### config.mk
export PLATFORM = sky130hd
export DESIGN_NAME = i2c_eeprom_target
export DESIGN_NICKNAME = d
export VERILOG_FILES = /design/src/rtl/eep_pkg.sv /design/src/rtl/eep_line_sense.sv /design/src/rtl/eep_prog_timer.sv /design/src/rtl/eep_store.sv /design/src/rtl/i2c_eeprom_target.sv
export SDC_FILE = /design/constraint.sdc
export NUM_CORES = 2
export LEC_CHECK = 0
export ABC_CLOCK_PERIOD_IN_PS = 2900
export BUFFER_PORTS_ARGS = -buffer_cell sky130_fd_sc_hd__buf_4
export CAP_MARGIN = 25
export CORE_ASPECT_RATIO = 0.6
export CORE_MARGIN = 10
export CORE_UTILIZATION = 55
export CTS_CLUSTER_SIZE = 30
export DETAILED_ROUTE_END_ITERATION = 7
export HOLD_SLACK_MARGIN = 0.1
export PLACE_DENSITY = 0.7
export SLEW_MARGIN = 20
export SYNTH_ARGS = -nofsm -noshare
export SYNTH_HDL_FRONTEND = slang
export SYNTH_SLANG_ARGS = --single-unit
### constraint.sdc
create_clock -name clk -period 2.9 [get_ports clk]
set_input_delay 0.145 -clock clk [delete_from_list [all_inputs] [get_ports clk]]
set_output_delay 0.145 -clock clk [all_outputs]
set_load 0.03 [all_outputs]
### src/rtl/eep_pkg.sv
package eep_pkg;
  typedef enum logic [2:0] {
    PH_IDLE,
    PH_RECV,
    PH_ACK,
    PH_SEND,
    PH_MACK,
    PH_SKIP
  } phase_t;

  typedef enum logic [1:0] {
    BY_SELECT,
    BY_ADDR,
    BY_DATA
  } byte_role_t;

  localparam logic [3:0] TYPE_CODE = 4'b1010;
endpackage

### src/rtl/eep_line_sense.sv
module eep_line_sense (
  input  logic clk,
  input  logic rst_n,
  input  logic scl_in,
  input  logic sda_in,
  output logic sda_lvl,
  output logic scl_rise,
  output logic scl_fall,
  output logic scl_held,
  output logic start_ev,
  output logic stop_ev
);
  logic scl_m, scl_s, scl_d;
  logic sda_m, sda_s, sda_d;

  always_ff @(posedge clk or negedge rst_n) begin
    if (!rst_n) begin
      scl_m <= 1'b1; scl_s <= 1'b1; scl_d <= 1'b1;
      sda_m <= 1'b1; sda_s <= 1'b1; sda_d <= 1'b1;
    end else begin
      scl_m <= scl_in; scl_s <= scl_m; scl_d <= scl_s;
      sda_m <= sda_in; sda_s <= sda_m; sda_d <= sda_s;
    end
  end

  assign sda_lvl  = sda_s;
  assign scl_rise = scl_s & ~scl_d;
  assign scl_fall = ~scl_s & scl_d;
  assign scl_held = scl_s & scl_d;
  assign start_ev = scl_held & sda_d & ~sda_s;
  assign stop_ev  = scl_held & ~sda_d & sda_s;
endmodule

### src/rtl/eep_prog_timer.sv
module eep_prog_timer #(
  parameter int TW = 500000
) (
  input  logic clk,
  input  logic rst_n,
  input  logic launch,
  input  logic double_len,
  output logic busy
);
  localparam int W = $clog2(2 * TW + 1);
  localparam logic [W-1:0] LEN1 = W'(TW);
  localparam logic [W-1:0] LEN2 = W'(2 * TW);

  logic [W-1:0] cnt_q, cnt_d;

  assign busy = (cnt_q != '0);

  always_comb begin
    cnt_d = cnt_q;
    if (launch)    cnt_d = double_len ? LEN2 : LEN1;
    else if (busy) cnt_d = cnt_q - W'(1);
  end

  always_ff @(posedge clk or negedge rst_n) begin
    if (!rst_n) cnt_q <= '0;
    else        cnt_q <= cnt_d;
  end


  load_busy_chk: assert property (@(posedge clk) disable iff (!rst_n)
    launch |=> busy);

  count_down_chk: assert property (@(posedge clk) disable iff (!rst_n)
    (busy && !launch) |=> (cnt_q < $past(cnt_q)));
endmodule

### src/rtl/eep_store.sv
module eep_store #(
  parameter int DEPTH = 512,
  parameter int AW    = $clog2(DEPTH)
) (
  input  logic          clk,
  input  logic          we,
  input  logic [AW-1:0] waddr,
  input  logic [7:0]    wdata,
  input  logic [AW-1:0] raddr,
  output logic [7:0]    rdata
);
  logic [7:0] mem [DEPTH];

  always_ff @(posedge clk) begin
    if (we) mem[waddr] <= wdata;
  end

  assign rdata = mem[raddr];
endmodule

### src/rtl/i2c_eeprom_target.sv
module i2c_eeprom_target #(
  parameter int CLK_HZ      = 50_000_000,
  parameter int WRITE_US    = 10_000,
  parameter int BLOCK_BYTES = 256,
  parameter int ROW_BYTES   = 8
) (
  input  logic       clk,
  input  logic       rst_n,
  input  logic       scl_in,
  input  logic       sda_in,
  input  logic [1:0] chip_sel,
  output logic       sda_pull
);
  import eep_pkg::*;

  localparam int LOW_W  = $clog2(BLOCK_BYTES);
  localparam int AW     = LOW_W + 1;
  localparam int DEPTH  = 2 * BLOCK_BYTES;
  localparam int RB     = $clog2(ROW_BYTES);
  localparam int TW     = (CLK_HZ / 1000) * WRITE_US / 1000;

  // reset: asserted asynchronously, released on a clock edge
  logic [1:0] rst_q;
  logic       rst_n_s;
  always_ff @(posedge clk or negedge rst_n) begin
    if (!rst_n) rst_q <= 2'b00;
    else        rst_q <= {rst_q[0], 1'b1};
  end
  assign rst_n_s = rst_q[1];

  logic sda_lvl, scl_rise, scl_fall, scl_held, start_ev, stop_ev;
  eep_line_sense u_sense (
    .clk(clk), .rst_n(rst_n_s), .scl_in(scl_in), .sda_in(sda_in),
    .sda_lvl(sda_lvl), .scl_rise(scl_rise), .scl_fall(scl_fall),
    .scl_held(scl_held), .start_ev(start_ev), .stop_ev(stop_ev)
  );

  phase_t         phase_q, phase_d;
  byte_role_t     role_q, role_d;
  logic [3:0]     cnt_q, cnt_d;
  logic [7:0]     shreg_q, shreg_d;
  logic [6:0]     txb_q, txb_d;
  logic [AW-1:0]  addr_q, addr_d;
  logic [AW-RB-1:0] row0_q, row0_d;
  logic           read_q, read_d, pull_q, pull_d, mack_q, mack_d;
  logic           wr_any_q, wr_any_d, span_q, span_d;
  logic           we, launch, busy, byte_done, sel_ok;
  logic [7:0]     rdata;

  eep_prog_timer #(.TW(TW)) u_timer (
    .clk(clk), .rst_n(rst_n_s), .launch(launch), .double_len(span_q), .busy(busy)
  );

  eep_store #(.DEPTH(DEPTH), .AW(AW)) u_store (
    .clk(clk), .we(we), .waddr(addr_q), .wdata(shreg_q),
    .raddr(addr_q), .rdata(rdata)
  );

  assign byte_done = (cnt_q == 4'd8);
  assign sel_ok    = (shreg_q[7:4] == TYPE_CODE) && (shreg_q[3:2] == chip_sel) && !busy;
  assign sda_pull  = pull_q;

  always_comb begin
    phase_d = phase_q; role_d = role_q; cnt_d = cnt_q; shreg_d = shreg_q;
    txb_d = txb_q; addr_d = addr_q; row0_d = row0_q; read_d = read_q;
    pull_d = pull_q; mack_d = mack_q; wr_any_d = wr_any_q; span_d = span_q;
    we = 1'b0; launch = 1'b0;
    if (start_ev) begin
      launch   = wr_any_q;
      wr_any_d = 1'b0;
      phase_d  = PH_RECV; role_d = BY_SELECT; cnt_d = '0; pull_d = 1'b0;
    end else if (stop_ev) begin
      launch   = wr_any_q;
      wr_any_d = 1'b0;
      phase_d  = PH_IDLE; pull_d = 1'b0;
    end else begin
      case (phase_q)
        PH_RECV: begin
          if (scl_rise && !byte_done) begin
            shreg_d = {shreg_q[6:0], sda_lvl};
            cnt_d   = cnt_q + 4'd1;
          end else if (scl_fall && byte_done) begin
            cnt_d = '0;
            case (role_q)
              BY_SELECT: begin
                if (sel_ok) begin
                  pull_d = 1'b1; phase_d = PH_ACK;
                  read_d = shreg_q[0];
                  addr_d[AW-1] = shreg_q[1];
                  role_d = BY_ADDR;
                end else begin
                  phase_d = PH_SKIP;
                end
              end
              BY_ADDR: begin
                addr_d[LOW_W-1:0] = shreg_q[LOW_W-1:0];
                pull_d = 1'b1; phase_d = PH_ACK; role_d = BY_DATA;
              end
              default: begin
                we = 1'b1;
                pull_d = 1'b1; phase_d = PH_ACK;
                addr_d = addr_q + AW'(1);
                wr_any_d = 1'b1;
                if (!wr_any_q) begin
                  row0_d = addr_q[AW-1:RB];
                  span_d = 1'b0;
                end else if (addr_q[AW-1:RB] != row0_q) begin
                  span_d = 1'b1;
                end
              end
            endcase
          end
        end
        PH_ACK: begin
          if (scl_fall) begin
            cnt_d = '0;
            if (read_q) begin
              txb_d = rdata[6:0]; pull_d = ~rdata[7]; phase_d = PH_SEND;
            end else begin
              pull_d = 1'b0; phase_d = PH_RECV;
            end
          end
        end
        PH_SEND: begin
          if (scl_rise) begin
            cnt_d = cnt_q + 4'd1;
          end else if (scl_fall) begin
            if (byte_done) begin
              pull_d = 1'b0; phase_d = PH_MACK; addr_d = addr_q + AW'(1);
            end else begin
              pull_d = ~txb_q[6]; txb_d = {txb_q[5:0], 1'b0};
            end
          end
        end
        PH_MACK: begin
          if (scl_rise) begin
            mack_d = ~sda_lvl;
          end else if (scl_fall) begin
            cnt_d = '0;
            if (mack_q) begin
              txb_d = rdata[6:0]; pull_d = ~rdata[7]; phase_d = PH_SEND;
            end else begin
              phase_d = PH_SKIP;
            end
          end
        end
        default: ;
      endcase
    end
  end

  always_ff @(posedge clk or negedge rst_n_s) begin
    if (!rst_n_s) begin
      phase_q <= PH_IDLE; role_q <= BY_SELECT; cnt_q <= '0; shreg_q <= '0;
      txb_q <= '0; addr_q <= '0; row0_q <= '0; read_q <= 1'b0;
      pull_q <= 1'b0; mack_q <= 1'b0; wr_any_q <= 1'b0; span_q <= 1'b0;
    end else begin
      phase_q <= phase_d; role_q <= role_d; cnt_q <= cnt_d; shreg_q <= shreg_d;
      txb_q <= txb_d; addr_q <= addr_d; row0_q <= row0_d; read_q <= read_d;
      pull_q <= pull_d; mack_q <= mack_d; wr_any_q <= wr_any_d; span_q <= span_d;
    end
  end


  sda_steady_chk: assert property (@(posedge clk) disable iff (!rst_n_s)
    scl_held |-> $stable(pull_q));

  miss_nack_chk: assert property (@(posedge clk) disable iff (!rst_n_s)
    (phase_q == PH_RECV && role_q == BY_SELECT && scl_fall && byte_done &&
     !start_ev && !stop_ev && shreg_q[7:4] != TYPE_CODE) |=> (!pull_q && phase_q == PH_SKIP));

  skip_quiet_chk: assert property (@(posedge clk) disable iff (!rst_n_s)
    (phase_q == PH_SKIP) |-> !pull_q);

  busy_nack_chk: assert property (@(posedge clk) disable iff (!rst_n_s)
    (phase_q == PH_RECV && role_q == BY_SELECT && scl_fall && byte_done &&
     !start_ev && !stop_ev && busy) |=> !pull_q);

  mack_release_chk: assert property (@(posedge clk) disable iff (!rst_n_s)
    (phase_q == PH_MACK) |-> !pull_q);
endmodule

# Word-level counts from Yosys, hierarchy flattened
# Memory sizes are Yosys's and may differ from the RTL's.
# Index checks and enable logic that the tools add are counted.
[word_totals] regBits=72 input_bits=6 output_inout_bits=1 ram_bits=4096 n_memories=1 word_cells=201
[memory_table] memory="u_store.mem" depth=512 word_bits=8 rd=1 rd_ports_with_merged_regs=0 write_ports=1 line_no="eep_store.sv:12" source="logic [7:0] mem [DEPTH];"
[op_classes] muxes=84 n_addsub=3 n_reduce_logical=32 n_eq_ne=42 n_bitwise=18
[ops] op="$mux 20" count=3
[ops] op="$mux 7" count=8
[ops] op="$mux 9" count=5
[ops] op="$ne 4x4->1 const B" count=10
[ops] op="$mux 3" count=13
[ops] op="$mux 1" count=33
[ops] op="$ne 2x2->1 const B" count=15
[ops] op="$mux 4" count=7
[ops] op="$pmux 7 s3" count=1
[ops] op="$reduce_and 7->1" count=3
[ops] op="$reduce_and 10->1" count=2
[ops] op="$reduce_bool 20->1" count=1
[ops] op="$sub 20x1->20 const B" count=1
[ops] op="$pmux 9 s2" count=1
[ops] op="$reduce_and 9->1" count=2
[ops] op="$pmux 4 s4" count=1
[ops] op="$pmux 8 s2" count=1
[ops] op="$ne 3x3->1 const B" count=5
[ops] op="$mux 2" count=7
[ops] op="$pmux 3 s4" count=1
[ops] op="$reduce_and 4->1" count=3
[ops] op="$reduce_bool 3->1" count=4
[ops] op="$not 1->1" count=11
[ops] op="$reduce_and 11->1" count=1
[ops] op="25 further kinds" count=40

# Logic depth before layout (Yosys ltp)
[depth] ltp_word=10 ltp_mapped=14 depth_no_buf=10

# Hierarchy
# Synthesis repeated with hierarchy kept, for this count alone.
[unflattened] hier_cells=8437 area_unflattened_um2=163942.2
[by_module_without_submodules] mod="eep_store" area_each_um2=159767.0 n_inst=1 seq_area_each_um2=122998.0 cells_each=8022
[by_module_without_submodules] mod="i2c_eeprom_target" area_each_um2=2745.1 n_inst=1 seq_area_each_um2=1151.1 cells_each=274
[by_module_without_submodules] mod="eep_prog_timer" area_each_um2=1232.4 n_inst=1 seq_area_each_um2=500.5 cells_each=130
[by_module_without_submodules] mod="eep_line_sense" area_each_um2=197.7 n_inst=1 seq_area_each_um2=157.7 cells_each=11

# Worst setup path before layout
# OpenSTA, ideal clock, no wires.
[synth_path] path_kind="flip-flop to flip-flop" startpoint="register shreg_q[5]" endpoint="register addr_q[8]" arrival_time_ps=8139 setup_time_ps=141 path_buffers=0 path_stages_with_launch=7 synth_period_minus_slack_ps=8279 t_required_ps=2759 slack_ps=-5379 cell_sequence="dfrtp_1 nand4_1 nor3_4 nand2b_2 a311o_1 o21ai_1 o21ai_1"
[synth_via] elab_chain_len=5
[synth_rtl] item="start: declaration" line_no="i2c_eeprom_target.sv:41" source="logic [7:0] shreg_q, shreg_d;"
[synth_rtl] item="start signal: assignment" line_no="i2c_eeprom_target.sv:158" source="phase_q <= phase_d; role_q <= role_d; cnt_q <= cnt_d; shreg_q <= shreg_d;"
[synth_rtl] item="$eq 4x4->1" line_no="i2c_eeprom_target.sv:60" source="assign sel_ok = (shreg_q[7:4] == TYPE_CODE) && (shreg_q[3:2] == chip_sel) && !busy;"
[synth_rtl] item="$logic_and 1x1->1 (2 in a row)" line_no="i2c_eeprom_target.sv:60"
[synth_rtl] item="$ne 3x3->1 (no source line)"
[synth_rtl] item="$reduce_and 10->1 (no source line)"
[synth_rtl] item="end signal: assignment" line_no="i2c_eeprom_target.sv:159" source="txb_q <= txb_d; addr_q <= addr_d; row0_q <= row0_d; read_q <= read_d;"
[synth_rtl] item="end: declaration" line_no="i2c_eeprom_target.sv:43" source="logic [AW-1:0] addr_q, addr_d;"
# No other way between the ends.
# A chain may end at the register's enable or synchronous reset.

# Final worst setup path
[layout_path] startpoint="register addr_q[0]" endpoint="register txb_q[1]"
[layout_via] elab_chain_len=5 word_cells_on_any_way=7 cone_classes="mux (6); memory (1)"
[layout_rtl] item="$mem_v2 512x8 (*)"
[layout_rtl] item="$mux 7" line_no="i2c_eeprom_target.sv:140" source="if (mack_q) begin"
[layout_rtl] item="$mux 7" line_no="i2c_eeprom_target.sv:138" source="end else if (scl_fall) begin"
[layout_rtl] item="$mux 7" line_no="i2c_eeprom_target.sv:136" source="if (scl_rise) begin"
[layout_rtl] item="$pmux 7 s3 (*)" line_no="i2c_eeprom_target.sv:77" source="case (phase_q)"
[layout_rtl] item="end signal: assignment" line_no="i2c_eeprom_target.sv:159"
[layout_rtl] item="end: declaration" line_no="i2c_eeprom_target.sv:42" source="logic [6:0] txb_q, txb_d;"
# Every way passes the cells marked *; elsewhere a longest branch is shown, timed or not. The select of a mux whose other input is x is not followed.

==> run summary <==
Overall Global Routing Usage: 29.2%
setup ws final: -0.738 ns
Yosys top cell area share: 75.7%
Design Area, Final: 196000 sq um
P per Cell Area: 634 nW/um^2
CTS tree: built
antenna violation net count after detailed routing: 0
total CTS buffers: 361
IO Port Bufs: 6
status: complete, but fails checks
post-synthesis register bit count: 4168
clock buffer depth: 4
CP max FO: 8
Seq/Total Area, Yosys: 76.8%
Worst setup SP type: flip-flop
post-route core utilization: 66.6%
Slew headroom: 13.2%
Worst Path Arrival: 4.45 ns
H-tree lvl count: 5
Final Hold Fails: 0
dpl cell area: 180000 sq um
EDFF count, synth: 4096
largest net degree at the start of global routing: 198
die area: 318000 sq um
Clk pin slew, worst setup/hold paths: 0.07 ns
clk sink count: 4168
# rows: 154
die extent in y: 441 microns
Worst Path Required: 3.71 ns
Synth Net Count: 7772
first-pass GRT wire length: 664 mm
Mean Syn Cell Area: 20.9 sq um
post-DR wirelength/cell: 35.0 microns
Max VDD drop: 0.779 mV
failing checks: setup timing
yosys warns: 0
root buf cell: clkbuf_16
Die Wd: 722 microns
Crit Path Class: reg2reg
worst slew pin tran: 1.30 ns
hpwl dp: 299 mm
RSZ-0062 raised after global routing: true
Synth Flop Type: edfxtp_1
Via density: 6.71
area leader, netlist: edfxtp_1
Worst Skew: 0.0513 ns
Hold WC Path Type: reg2reg
antenna violations before repair: 22
sequential cell area: 125000 sq um
Async SR Flop Fraction: 1.73%
fin. max-slew vios: 0
period utilization: 125%
highest clock rate: 275 MHz
Filler Cell Count: 18200
WL final: 477 mm
maxcap violations: 0
Cells after Synth: 7758
crit end category: flip-flop
layout cells sized above 1: 36.9%
routed vias: 91300
Clock Latency Late Sink: 0.95 ns
synthesized area: 162000 sq um
Boundary Pins: 7
Initial Util: 55.3%
largest cells by area after synthesis: edfxtp_1, mux4_2, mux2i_1
TNS Setup: -44.74 ns
RePlAce Congestion: 0.938
grt ovf: 0
leakage power: 63.7 nW
DRT Pass-1 Iters: 6
Area Overhead vs Synth: 20.4%
multi-input logic area: 36700 sq um
# setup viols final: 1068
Min Clock Period, post-route: 3.64 ns
# DRC: 0
initial DRC count: 15800
pre-CTS setup slack: -1.33 ns
core box area: 294000 sq um
Distinct cells, synth: 85
vias in the first global route: 87800
nets: 9431
## area by class of cell
class                   instances  area share (%)
clock inverters               201            1.12
inverters                      14          0.0390
flip-flops and latches       4168            63.8
repair buffers               1765            8.90
well taps                    3900            2.49
diodes                          8          0.0102
multi-input cells            3107            18.8
clock buffers                 442            4.85
## critical path, cell delays in order, from the launching register on
cell,delay (ns)
dfrtp_4,0.42
buf_12,0.18
buf_16,0.17
buf_12,0.15
buf_4,0.16
mux4_2,0.61
a32o_2,0.35
a2111oi_4,0.37
buf_4,0.19
nand4_1,0.31
buf_4,0.27
nor3_1,0.17
a31oi_1,0.11
## cell families after synthesis
group | count (synthesis) | synth area share, %
other | 1 | 0.00231
muxes | 1346 | 16.0
xor gates and xnor gates | 22 | 0.119
adders and majority gates | 8 | 0.0616
and+or+nand+nor | 1195 | 3.14
DFF | 4168 | 76.8
AOI/OAI and AO/OA | 535 | 2.26
buffers and inverters | 483 | 1.54
## power breakdown
part | switching [W] | internal (W)
Combinational | 0.00421 | 0.000885
Clock | 0.0219 | 0.0271
Sequential | 0.000551 | 0.0694
Total | 0.0267 | 0.0974
## synthesized netlist by cell type, types with 19 or more instances
| library cell | n |
|---|---|
| edfxtp_1 | 4096 |
| mux4_2 | 1002 |
| nor2_1 | 617 |
| mux2i_1 | 314 |
| nand2_1 | 304 |
| clkbuf_1 | 170 |
| a22oi_1 | 103 |
| buf_2 | 101 |
| buf_1 | 84 |
| nand3_1 | 83 |
| buf_4 | 81 |
| a21oi_1 | 80 |
| o22ai_1 | 67 |
| dfrtp_1 | 66 |
| o21ai_0 | 62 |
| nor3_1 | 46 |
| a32oi_1 | 32 |
| buf_6 | 29 |
| nand4_1 | 28 |
| mux2_2 | 26 |
| o21ai_1 | 26 |
| a221oi_1 | 25 |
| nor4_1 | 24 |
| o211ai_1 | 20 |
| a22o_1 | 19 |
## routing by layer
| metal | up-vias | share of wire, % | routed length, microns | global-route usage, % |
|---|---|---|---|---|
| met1 | 47300 | 38 | 180000 | 43.5 |
| met3 | 947 | 16 | 76500 | 10.3 |
| li1 | 35500 | - | - | - |
| met5 | - | 0.021 | 101 | 0 |
| met4 | 16 | 3.4 | 16300 | 8.84 |
| met2 | 7467 | 43 | 203000 | 40.8 |
## cells in the final DEF, fill, tap and decap left out, types with 16 or more instances in the layout
master | netlist | layout
nor2_1 | 617 | 513
nor2_2 | 0 | 71
a21oi_1 | 80 | 77
mux2i_1 | 314 | 285
mux4_2 | 1002 | 1002
o211ai_1 | 20 | 20
o22ai_1 | 67 | 57
nor3_1 | 46 | 37
buf_4 | 81 | 1373
dfrtp_1 | 66 | 52
a22o_1 | 19 | 17
a32oi_1 | 32 | 30
edfxtp_1 | 4096 | 4096
buf_12 | 0 | 202
nand3_1 | 83 | 76
nand4_1 | 28 | 28
nand2_1 | 304 | 278
clkbuf_16 | 0 | 376
mux2i_2 | 0 | 20
clkbuf_1 | 170 | 74
a221oi_1 | 25 | 17
a22oi_1 | 103 | 100
clkinv_1 | 1 | 65
bufinv_16 | 0 | 42
buf_8 | 0 | 16
mux2_2 | 26 | 24
buf_16 | 0 | 32
buf_6 | 29 | 114
clkinv_2 | 1 | 59
nor2_4 | 0 | 33
o21ai_0 | 62 | 49
o21ai_1 | 26 | 36
## stage by stage
stage	power, W	hold slack (ns)	std cells
global route	0.127	0.368	13600
CTS	0.124	0.358	13500
global placement	0.0757	-0.0730	12800
detailed placement	0.0761	-0.0723	12800
floorplan	0.0736	-0.151	7758
finish	0.124	0.356	13600
## state kept, by name, indices dropped and copies added (netlist names), 2 cells and up
signal and count:
addr_q 9, cnt_q 4, phase_q 3, role_q 2
row0_q 6, rst_q 2, shreg_q 8, txb_q 7
u_store.mem 4096, u_timer.cnt_q 20
## worst paths after layout
check,from,to,slack [ns],cells past startpoint
hold / removal,rst_q[0]$_DFF_PN0_,rst_q[1]$_DFF_PN0_,0.36,0
max in group asynchronous,rst_q[1]$_DFF_PN0_,u_timer.cnt_q[18]$_DFFE_PN0P_,1.62,1
min in group asynchronous,rst_q[1]$_DFF_PN0_,shreg_q[7]$_DFFE_PN0P_,0.42,0
setup reg to reg,addr_q[0]$_DFFE_PN0P_,txb_q[1]$_DFFE_PN0P_,-0.74,12
hold reg to reg,rst_q[0]$_DFF_PN0_,rst_q[1]$_DFF_PN0_,0.36,0
setup / recovery,addr_q[0]$_DFFE_PN0P_,txb_q[1]$_DFFE_PN0P_,-0.74,12
## what timing repair did
| item | CTS | global route |
|---|---|---|
| endpoints found under the setup margin | 2434 | 1928 |
| gates resized for setup | 219 | 300 |
| pin swaps | 33 | 49 |
| setup buffers | 66 | 55 |
| cloned | 17 | 9 |
| hold endpoints to repair | 6 | 0 |
| hold buffers | 9 | 0 |
(Power assumes the default switching activity.)
